--- src/rtl/pcu_pkg.sv ---
package pcu_pkg;

    localparam int unsigned PCU_CW   = 16;
    localparam int unsigned PCU_NREG = 16;

    // State kept per compare register
    typedef struct packed {
        logic              blocked;
        logic              pend_v;
        logic [PCU_CW-1:0] pend;
        logic [PCU_CW-1:0] act;
    } slot_st_t;

    // Next pin level from set and clear requests; clr_wins picks the tie winner
    function automatic logic pin_step(input logic cur, input logic set,
                                      input logic clr, input logic clr_wins);
        logic nxt;
        if (set && clr)  nxt = !clr_wins;
        else if (set)    nxt = 1'b1;
        else if (clr)    nxt = 1'b0;
        else             nxt = cur;
        return nxt;
    endfunction

endpackage

--- src/rtl/pcu_timer.sv ---
module pcu_timer #(
    parameter int unsigned CW = pcu_pkg::PCU_CW
) (
    input  logic          clk,
    input  logic          rst,
    input  logic [CW-1:0] reload_i,
    output logic [CW-1:0] tmr_o,
    output logic          ovf_o
);
    localparam logic [CW-1:0] TMAX = '1;

    logic [CW-1:0] tmr_q;

    assign ovf_o = (tmr_q == TMAX);
    assign tmr_o = tmr_q;

    always_ff @(posedge clk) begin
        if (rst || ovf_o) tmr_q <= reload_i;
        else              tmr_q <= tmr_q + 1'b1;
    end

    // plain step away from the wrap
    a_r2_step: assert property (@(posedge clk) disable iff (rst)
        (tmr_o != TMAX) |=> (tmr_o == $past(tmr_o) + 1'b1));
    // wrap restarts from reload
    a_r2_wrap: assert property (@(posedge clk) disable iff (rst)
        (tmr_o == TMAX) |=> (tmr_o == $past(reload_i)));

endmodule

--- src/rtl/pcu_slot.sv ---
module pcu_slot #(
    parameter int unsigned CW = pcu_pkg::PCU_CW
) (
    input  logic          clk,
    input  logic          rst,
    input  logic [CW-1:0] tmr_i,
    input  logic          ovf_i,
    input  logic          we_i,
    input  logic [CW-1:0] wdata_i,
    output logic          match_o
);
    logic          blocked_q, pend_v_q;
    logic [CW-1:0] pend_q, act_q;

    assign match_o = (tmr_i == act_q) && !blocked_q;

    always_ff @(posedge clk) begin
        if (rst) begin
            blocked_q <= 1'b0;
            pend_v_q  <= 1'b0;
            pend_q    <= '0;
            act_q     <= '0;
        end else if (ovf_i) begin
            // New period: blocking ends, deferred value moves in
            blocked_q <= 1'b0;
            pend_v_q  <= 1'b0;
            if (we_i)          act_q <= wdata_i;
            else if (pend_v_q) act_q <= pend_q;
        end else begin
            if (match_o) blocked_q <= 1'b1;
            if (we_i) begin
                if (blocked_q || match_o) begin
                    pend_q   <= wdata_i;
                    pend_v_q <= 1'b1;
                end else begin
                    act_q <= wdata_i;
                end
            end
        end
    end

    // no second match within one period
    a_r4_once: assert property (@(posedge clk) disable iff (rst)
        (match_o && !ovf_i) |=> !match_o);
    // a write after the match leaves the active value alone
    a_r4_defer: assert property (@(posedge clk) disable iff (rst)
        (we_i && !ovf_i && (blocked_q || match_o)) |=> $stable(act_q));
    // a write before any match is active at once
    a_r5_now: assert property (@(posedge clk) disable iff (rst)
        (we_i && !ovf_i && !blocked_q && !match_o) |=> (act_q == $past(wdata_i)));

endmodule

--- src/rtl/pcu_pins.sv ---
module pcu_pins #(
    parameter int unsigned NREG = pcu_pkg::PCU_NREG
) (
    input  logic              clk,
    input  logic              rst,
    input  logic [NREG-1:0]   match_i,
    input  logic              ovf_i,
    input  logic [NREG/2-1:0] dbl_i,
    output logic [NREG-1:0]   pin_o
);
    localparam int unsigned NPAIR = NREG / 2;

    logic [NREG-1:0] pin_q;
    assign pin_o = pin_q;

    for (genvar i = 0; i < NPAIR; i++) begin : g_pair
        localparam int unsigned HI = i + NPAIR;

        always_ff @(posedge clk) begin
            if (rst) begin
                pin_q[i]  <= 1'b0;
                pin_q[HI] <= 1'b0;
            end else if (dbl_i[i]) begin
                pin_q[i]  <= pcu_pkg::pin_step(pin_q[i], match_i[i], match_i[HI], 1'b1);
                pin_q[HI] <= 1'b0;
            end else begin
                pin_q[i]  <= pcu_pkg::pin_step(pin_q[i], match_i[i], ovf_i, 1'b0);
                pin_q[HI] <= pcu_pkg::pin_step(pin_q[HI], match_i[HI], ovf_i, 1'b0);
            end
        end

        // single-mode match raises the pin
        a_r6_set: assert property (@(posedge clk) disable iff (rst)
            (!dbl_i[i] && match_i[i]) |=> pin_o[i]);
        // wrap without a match drops the pin
        a_r6_wrap: assert property (@(posedge clk) disable iff (rst)
            (!dbl_i[i] && ovf_i && !match_i[HI]) |=> !pin_o[HI]);
        // upper-bank match clears the shared pin, also on a tie
        a_r7_clr: assert property (@(posedge clk) disable iff (rst)
            (dbl_i[i] && match_i[HI]) |=> !pin_o[i]);
        // wrap leaves the shared pin unchanged
        a_r7_hold: assert property (@(posedge clk) disable iff (rst)
            (dbl_i[i] && !match_i[i] && !match_i[HI]) |=> (pin_o[i] == $past(pin_o[i])));
        // upper pin of a joined pair stays low
        a_r7_hi_low: assert property (@(posedge clk) disable iff (rst)
            dbl_i[i] |=> !pin_o[HI]);
    end

endmodule

--- src/rtl/pair_cmp_unit.sv ---
module pair_cmp_unit #(
    parameter int unsigned CW   = pcu_pkg::PCU_CW,
    parameter int unsigned NREG = pcu_pkg::PCU_NREG
) (
    input  logic                    clk,
    input  logic                    rst,
    input  logic [CW-1:0]           reload_i,
    input  logic                    wr_en_i,
    input  logic [$clog2(NREG)-1:0] wr_idx_i,
    input  logic [CW-1:0]           wr_data_i,
    input  logic                    mode_we_i,
    input  logic [NREG/2-1:0]       mode_data_i,
    output logic [CW-1:0]           tmr_o,
    output logic [NREG-1:0]         pin_o
);
    localparam int unsigned NPAIR = NREG / 2;
    localparam int unsigned IDXW  = $clog2(NREG);

    logic              ovf;
    logic [NREG-1:0]   match;
    logic [NPAIR-1:0]  dbl_q;

    always_ff @(posedge clk) begin
        if (rst)            dbl_q <= '0;
        else if (mode_we_i) dbl_q <= mode_data_i;
    end

    pcu_timer #(.CW(CW)) u_timer (
        .clk      (clk),
        .rst      (rst),
        .reload_i (reload_i),
        .tmr_o    (tmr_o),
        .ovf_o    (ovf)
    );

    for (genvar k = 0; k < NREG; k++) begin : g_slot
        pcu_slot #(.CW(CW)) u_slot (
            .clk     (clk),
            .rst     (rst),
            .tmr_i   (tmr_o),
            .ovf_i   (ovf),
            .we_i    (wr_en_i && (wr_idx_i == IDXW'(k))),
            .wdata_i (wr_data_i),
            .match_o (match[k])
        );
    end

    pcu_pins #(.NREG(NREG)) u_pins (
        .clk     (clk),
        .rst     (rst),
        .match_i (match),
        .ovf_i   (ovf),
        .dbl_i   (dbl_q),
        .pin_o   (pin_o)
    );

    // reset drives every pin low and loads the timer
    a_r1_reset: assert property (@(posedge clk)
        rst |=> ((pin_o == '0) && (tmr_o == $past(reload_i))));

endmodule

--- config.mk ---
export PLATFORM = sky130hd
export DESIGN_NAME = pair_cmp_unit
export DESIGN_NICKNAME = d
export VERILOG_FILES = /design/src/rtl/pcu_pkg.sv /design/src/rtl/pcu_timer.sv /design/src/rtl/pcu_slot.sv /design/src/rtl/pcu_pins.sv /design/src/rtl/pair_cmp_unit.sv
export SDC_FILE = /design/constraint.sdc
export NUM_CORES = 2
export LEC_CHECK = 0
export ABC_CLOCK_PERIOD_IN_PS = 4840
export BUFFER_PORTS_ARGS = -buffer_cell sky130_fd_sc_hd__buf_4
export CAP_MARGIN = 20
export CORE_ASPECT_RATIO = 0.8
export CORE_MARGIN = 5
export CORE_UTILIZATION = 60
export DETAILED_ROUTE_END_ITERATION = 12
export PLACE_DENSITY = 0.77
export SETUP_SLACK_MARGIN = 0.2
export SKIP_LAST_GASP = 1
export SLEW_MARGIN = 20
export SYNTH_ARGS = -nofsm -noshare
export SYNTH_HDL_FRONTEND = slang
export SYNTH_SLANG_ARGS = --single-unit
--- constraint.sdc ---
create_clock -name clk -period 4.84 [get_ports clk]
set_input_delay 0.726 -clock clk [delete_from_list [all_inputs] [get_ports clk]]
set_output_delay 0.726 -clock clk [all_outputs]
set_load 0.01 [all_outputs]
After elaboration in Yosys (flattened, before gate mapping)
Index checks and enable logic that the tools add are counted.

Register bits after elaboration: 584. Input bits: 48. Output and inout port bits: 32. Logic and storage cells: 489.

$add $sub $neg: 1. Eq/ne operators: 56. Multiplexer cells: 146. Bitwise logic cells: 1. Reductions and logical operators: 203.

Operator list (number): $mux 16 (81); $eq 16x16->1 (16); $reduce_and 3->1 (32); $mux 1 (65); $reduce_bool 2->1 (32); $logic_and 1x1->1 (56); $reduce_and 2->1 (24); $eq 4x4->1 const B (8); $ne 2x1->1 const B (16); $ne 4x1->1 const B (8); $reduce_bool 4->1 (8); $reduce_bool 3->1 (8); $reduce_or 2->1 (9); $logic_or 1x1->1 (17); $add 16x1->16 const B (1); $eq 16x16->1 const B (1); $eq 4x3->1 const B (4); $logic_not 1->1 (16); $eq 4x2->1 const B (2); $eq 4x1->1 const B (1); $logic_not 4->1 (1); $not 1->1 (1).

Depth between registers and ports, before layout
Depth after elaboration: 6. Mapped depth: 10. Gate-level depth less buffers: 6.

Modules after synthesis
From an unflattened synthesis, not the netlist that was laid out.

Cells, all modules: 2934. Area total of the unflattened synthesis: 28509.8 um2.

By module, submodules not included: pcu_slot (instances 16, cells an instance 171, area each 1671.6 um2, sequential area each 680.7 um2); pcu_timer (instances 1, cells an instance 90, area each 787.0 um2, sequential area each 320.3 um2); pcu_pins (instances 1, cells an instance 59, area each 580.6 um2, sequential area each 320.3 um2); pair_cmp_unit (instances 1, cells an instance 49, area each 396.6 um2, sequential area each 160.2 um2).

Worst setup path before layout
OpenSTA, ideal clock, no wires.

Kind: input-to-reg. From: in wr_idx_i[2]. To: reg g_slot[2].u_slot.act_q[10]. Setup time: 0.123 ns. Data arrival time: 2.293 ns. Data required time: 4.717 ns. Setup slack: 2.424 ns. Stages on the path: 6. Path buffers: 1. Cell sequence: or3b_2 -> nor2_1 -> o21a_1 -> a21oi_2 -> buf_4 -> mux2_1.

Longest elaborated chain between the ends: 4. Elaborated cells on any way between the ends: 7. Those cells by class: eq/ne: 1; mux: 2; reduce/logical: 4.

Ends and longest elaborated chain: from (decl) (RTL line pair_cmp_unit.sv:9) `input logic [$clog2(NREG)-1:0] wr_idx_i,`; $eq 4x2->1 * (RTL line pair_cmp_unit.sv:42) `.we_i (wr_en_i && (wr_idx_i == IDXW'(k))),`; $logic_and 1x1->1 * (RTL line pair_cmp_unit.sv:42); $reduce_bool 2->1 (no source line) / $mux 16 (equally long branches); $reduce_and 3->1 (no source line) / $mux 16 (equally long branches); to (signal assigned) (RTL line pcu_slot.sv:27) `if (we_i) act_q <= wdata_i;`; to (signal assigned) (RTL line pcu_slot.sv:28) `else if (pend_v_q) act_q <= pend_q;`; to (signal assigned) (RTL line pcu_slot.sv:36) `act_q <= wdata_i;`; to (decl) (RTL line pcu_slot.sv:13) `logic [CW-1:0] pend_q, act_q;`.

Every way passes the cells marked *; elsewhere a longest branch is shown, timed or not. A chain may end at the register's enable or synchronous reset.

Worst setup path after layout
From: reg u_timer.tmr_q[4], in the netlist u_timer.tmr_o[4]. To: reg u_pins.pin_q[6], in the netlist u_pins.pin_o[6].

Longest elaborated chain between the ends: 5. Elaborated cells on any way between the ends: 15. Those cells by class: eq/ne: 4; mux: 5; reduce/logical: 6.

Ends and longest elaborated chain: from (decl) (RTL line pcu_timer.sv:12) `logic [CW-1:0] tmr_q;`; from (signal assigned) (RTL line pcu_timer.sv:18) `if (rst || ovf_o) tmr_q <= reload_i;`; from (signal assigned) (RTL line pcu_timer.sv:19) `else tmr_q <= tmr_q + 1'b1;`; $eq 16x16->1 (RTL line pcu_slot.sv:15) `assign match_o = (tmr_i == act_q) && !blocked_q;`; $logic_and 1x1->1 (RTL line pcu_slot.sv:15); $logic_and 1x1->1 / $mux 1 (equally long branches) (RTL line pcu_pkg.sv:18, pcu_pkg.sv:19); $ne 4x1->1 (no source line) (tied with other cells); $reduce_and 2->1 (no source line) / $mux 1 (equally long branches); to (signal, indexed assignment) (RTL line pcu_pins.sv:24) `pin_q[i] <= pcu_pkg::pin_step(pin_q[i], match_i[i], match_i[HI], 1'b1);`; to (signal, indexed assignment) (RTL line pcu_pins.sv:27) `pin_q[i] <= pcu_pkg::pin_step(pin_q[i], match_i[i], ovf_i, 1'b0);`; to (signal, indexed assignment) (RTL line pcu_pins.sv:28) `pin_q[HI] <= pcu_pkg::pin_step(pin_q[HI], match_i[HI], ovf_i, 1'b0);`; to (decl) (RTL line pcu_pins.sv:13) `logic [NREG-1:0] pin_q;`.

Parallel ways exist; a longest one is shown, timed or not.

==> qor.yml <==
run_status:
  status: "complete, no violations"
routing:
  initialDrtViolationCount: 3557
  detailedRoute.firstPassIterationCount: 8
  wire_per_inst_um: 25.2
  route.antenna.remaining_nets: 0
  overall_via_count_from_detail_route: 25300
  routed_via_density: 6.37
  postRouteWirelength_um: 100000
  detail_route.drc_violations: 0
global_route:
  grt_max_degree: 265
  globalRoute.totalOverflow: 0
  globalRouteTotalUtil_pct: 34.2
  grt_first_pass_wirelength_um: 149000
  antenna_found_initial: 4
  via_count_of_the_first_global_routing_pass: 24500
yosys:
  syn-mean-instance-area_um2: 9.17
  netlist-cell-type-count: 42
  synth_seq_area_share_pct: 38.0
  postSynthRegisterBits: 584
  ys.warnings.count: 0
  synth_area_um2: 30800
  synth.net_count: 3405
  count_of_flip_flops_with_a_built_in_enable_after_synthesis: 0
  syn-instance-count: 3356
  async_reset_ff_share_pct: 0
  synth_flop_cell: "sky130_fd_sc_hd__dfxtp_1"
die:
  ios: 80
  rows: 74
  floorplan.die.height_um: 213
  core_area_um2: 50900
  starting_density_of_the_core_pct: 60.4
  floorplan.die_area_um2: 56000
  fp.dieW_um: 263
critical_path:
  crit_fanout: 264
  max_stage_delay_ns: 0.80
  critical-path-slowest-cell: "sky130_fd_sc_hd__dfxtp_2"
  setup.worst_path.start_class: "flip-flop"
  critPathKind: "flip-flop to flip-flop"
  cp.arrival_ns: 3.96
  critical_path_required_ns: 5.33
  path_buf_inv: 1
  critical_path.cell_chain: "and4_1 > nand4_1 > buf_12 > o21ai_0 > o21a_1 > a211oi_1"
  worst_path_dominant_cell_family: "compound AO/OA/AOI/OAI gates"
  critPathCaptureType: "flip-flop"
worst_hold_path:
  min-delay-path-class: "input pin to flip-flop"
timing:
  slew_violations: 0
  totalNegativeSetupSlack_ns: 0
  tightest_slew_ns: 1.35
  period_utilization_post_route_pct: 71.6
  final_hold_viol_count: 0
  report.final.setup_viol: 0
  worst_slew_margin_rel_pct: 10.2
  postLayoutSetupSlackWorst_ns: 1.37
  unrepaired_setup_endpoints_after_global_routing: "no"
  fmax_mhz: 288
  min_period_ns: 3.47
  clock_skew_ns: 0.0214
clock_tree:
  cts_tree: "yes"
  cts.hold.buffers_added: 0
  clock_tree.htree_level_count: 2
  cts-buffers-inserted: 57
  post_cts.repair.setup_buffers: 0
  cts_clock_pin_slew_for_the_worst_setup_and_hold_paths_ns: 0.06
  cts_sinks: 584
  worstSkewPairLatency_ns: 0.63
  post_cts.resized_instances: 0
  cts_root_buffer: "sky130_fd_sc_hd__clkbuf_16"
  cts_max_path_buffers: 3
power:
  power.static_leakage_nw: 14.6
  peakVddDrop_mv: 0.263
  pwr_density_cell_nw_per_um2: 322
finish:
  drive_gt1_share_pct: 15.9
  area.sequential_um2: 11700
  layout_common_cells: "569 x sky130_fd_sc_hd__dfxtp_1, 279 x sky130_fd_sc_hd__o21ai_0, 265 x sky130_fd_sc_hd__nand3_1, 265 x sky130_fd_sc_hd__nand2b_1"
  most_common_cell_after_layout_fill_and_taps_aside: "sky130_fd_sc_hd__dfxtp_1"
  area.growth.synth_to_final_pct: 7.77
  area_of_all_placed_cells_without_fillers_um2: 33200
  multi_input_area_um2: 17500
  nets: 3294
  layout.filler_cells: 4118
flow_run:
  max-cap-violations: 0
placed_design:
  routabilityCongestion: 0.888
  dpl.hpwl_um: 57500
  place_worst_setup_slack_ns: 1.55
  io_buffer_count: 79
  detailed_place.area_um2: 31300
## synth_stat cells (2+ instances only)
cell type,n,area share [%]
sky130_fd_sc_hd__dfxtp_1,584,38
sky130_fd_sc_hd__o21ai_0,279,4.5
sky130_fd_sc_hd__nand2b_1,275,5.6
sky130_fd_sc_hd__nand3_1,265,4.3
sky130_fd_sc_hd__a21oi_1,264,4.3
sky130_fd_sc_hd__mux2i_1,264,8.6
sky130_fd_sc_hd__xor2_1,262,7.5
sky130_fd_sc_hd__nor2b_1,258,5.2
sky130_fd_sc_hd__clkbuf_1,208,2.5
sky130_fd_sc_hd__mux2_2,197,7.2
sky130_fd_sc_hd__nor2_1,62,0.76
sky130_fd_sc_hd__mux2_1,59,2.2
sky130_fd_sc_hd__buf_2,47,0.76
sky130_fd_sc_hd__nand2_1,44,0.54
sky130_fd_sc_hd__o21a_1,39,0.95
sky130_fd_sc_hd__buf_6,37,1.4
sky130_fd_sc_hd__nor4_2,33,1.3
sky130_fd_sc_hd__nor4_1,31,0.63
sky130_fd_sc_hd__buf_4,26,0.63
sky130_fd_sc_hd__or3_1,23,0.47
sky130_fd_sc_hd__nand4_1,19,0.39
sky130_fd_sc_hd__a21oi_2,15,0.43
sky130_fd_sc_hd__a41oi_1,12,0.34
sky130_fd_sc_hd__a211oi_1,8,0.20
sky130_fd_sc_hd__xnor2_1,7,0.20
sky130_fd_sc_hd__and3_1,6,0.12
sky130_fd_sc_hd__a41oi_2,4,0.21
sky130_fd_sc_hd__and4_1,4,0.11
sky130_fd_sc_hd__buf_1,4,0.049
sky130_fd_sc_hd__nor3_1,4,0.065
sky130_fd_sc_hd__and2_1,2,0.041
sky130_fd_sc_hd__and3b_1,2,0.057
sky130_fd_sc_hd__buf_8,2,0.098
sky130_fd_sc_hd__nand3b_1,2,0.049
## routing by layer
metal  global-route usage, %  share of wire (%)
met4                    15.5                5.6
met2                    51.2                 41
met3                    8.74                 12
met1                    46.9                 41
met5                       0             0.0090
## stage by stage
step	total power [mW]	hold slack [ns]	instances	util, %
after global placement	6.09	0.438	3870	61.4
final	10.7	0.289	3974	65.1
after floorplan	5.70	0.426	3356	-
after CTS	10.6	0.275	3972	65.1
after global routing	10.9	0.297	3973	65.1
after detailed placement	6.12	0.447	3870	61.4
## registers in the layout (all words and copies together) (netlist names)
signal and flops:
g_slot.u_slot.pend_v_q 16, u_pins.pin_o 16, g_slot.u_slot.blocked_q 16, g_slot.u_slot.pend_q 256, u_timer.tmr_o 16, g_slot.u_slot.act_q 256, dbl_q 8
## where the power goes
group / switching (mW) / internal [mW] / total [mW] / leakage, nW
Clock: 1.96 / 2.64 / 4.61 / 0.932
Combinational: 0.754 / 0.354 / 1.11 / 8.92
Sequential: 0.103 / 4.85 / 4.96 / 4.72
Total: 2.82 / 7.85 / 10.7 / 14.6
## area by class of cell
type                            instances  share of cell area, %
Timing Repair Buffer                  154                   3.77
Clock inverter                         16                  0.649
Sequential cell                       584                   35.3
Clock buffer                           86                   5.05
Tap cell                              684                   2.58
Antenna cell                            2                 0.0151
Multi-Input combinational cell       2448                   52.6
## worst paths after layout
kind	cells after the start	to	start	slack, ns
hold reg to reg	2	u_pins.pin_o[12]	u_pins.pin_o[12]	0.46
setup / recovery	6	u_pins.pin_o[6]	u_timer.tmr_o[4]	1.37
hold / removal	3	u_timer.tmr_o[11]	reload_i[11]	0.29
setup reg to reg	6	u_pins.pin_o[6]	u_timer.tmr_o[4]	1.37
## worst min-delay path: cells and delay by family
kind                   cells  cell delay [ns]
AO/OA/AOI/OAI              1             0.05
AND/OR/NAND/NOR            1             0.03
buffers and inverters      1             0.08
## logic make-up (layout without fill, tap and decap cells)
family | count (synthesis) | in the layout | synth area share (%)
adders and majority gates | 1 | 1 | 0.0406
DFF | 584 | 584 | 38.0
AOI/OAI and AO/OA | 623 | 623 | 11.0
and+or+nand+nor | 1034 | 1034 | 19.8
buffers and inverters | 324 | 256 | 5.44
muxes | 520 | 520 | 18.0
xor gates and xnor gates | 270 | 270 | 7.71
other | 0 | 2 | 0
No activity file was read; power rests on OpenSTA's default activity.
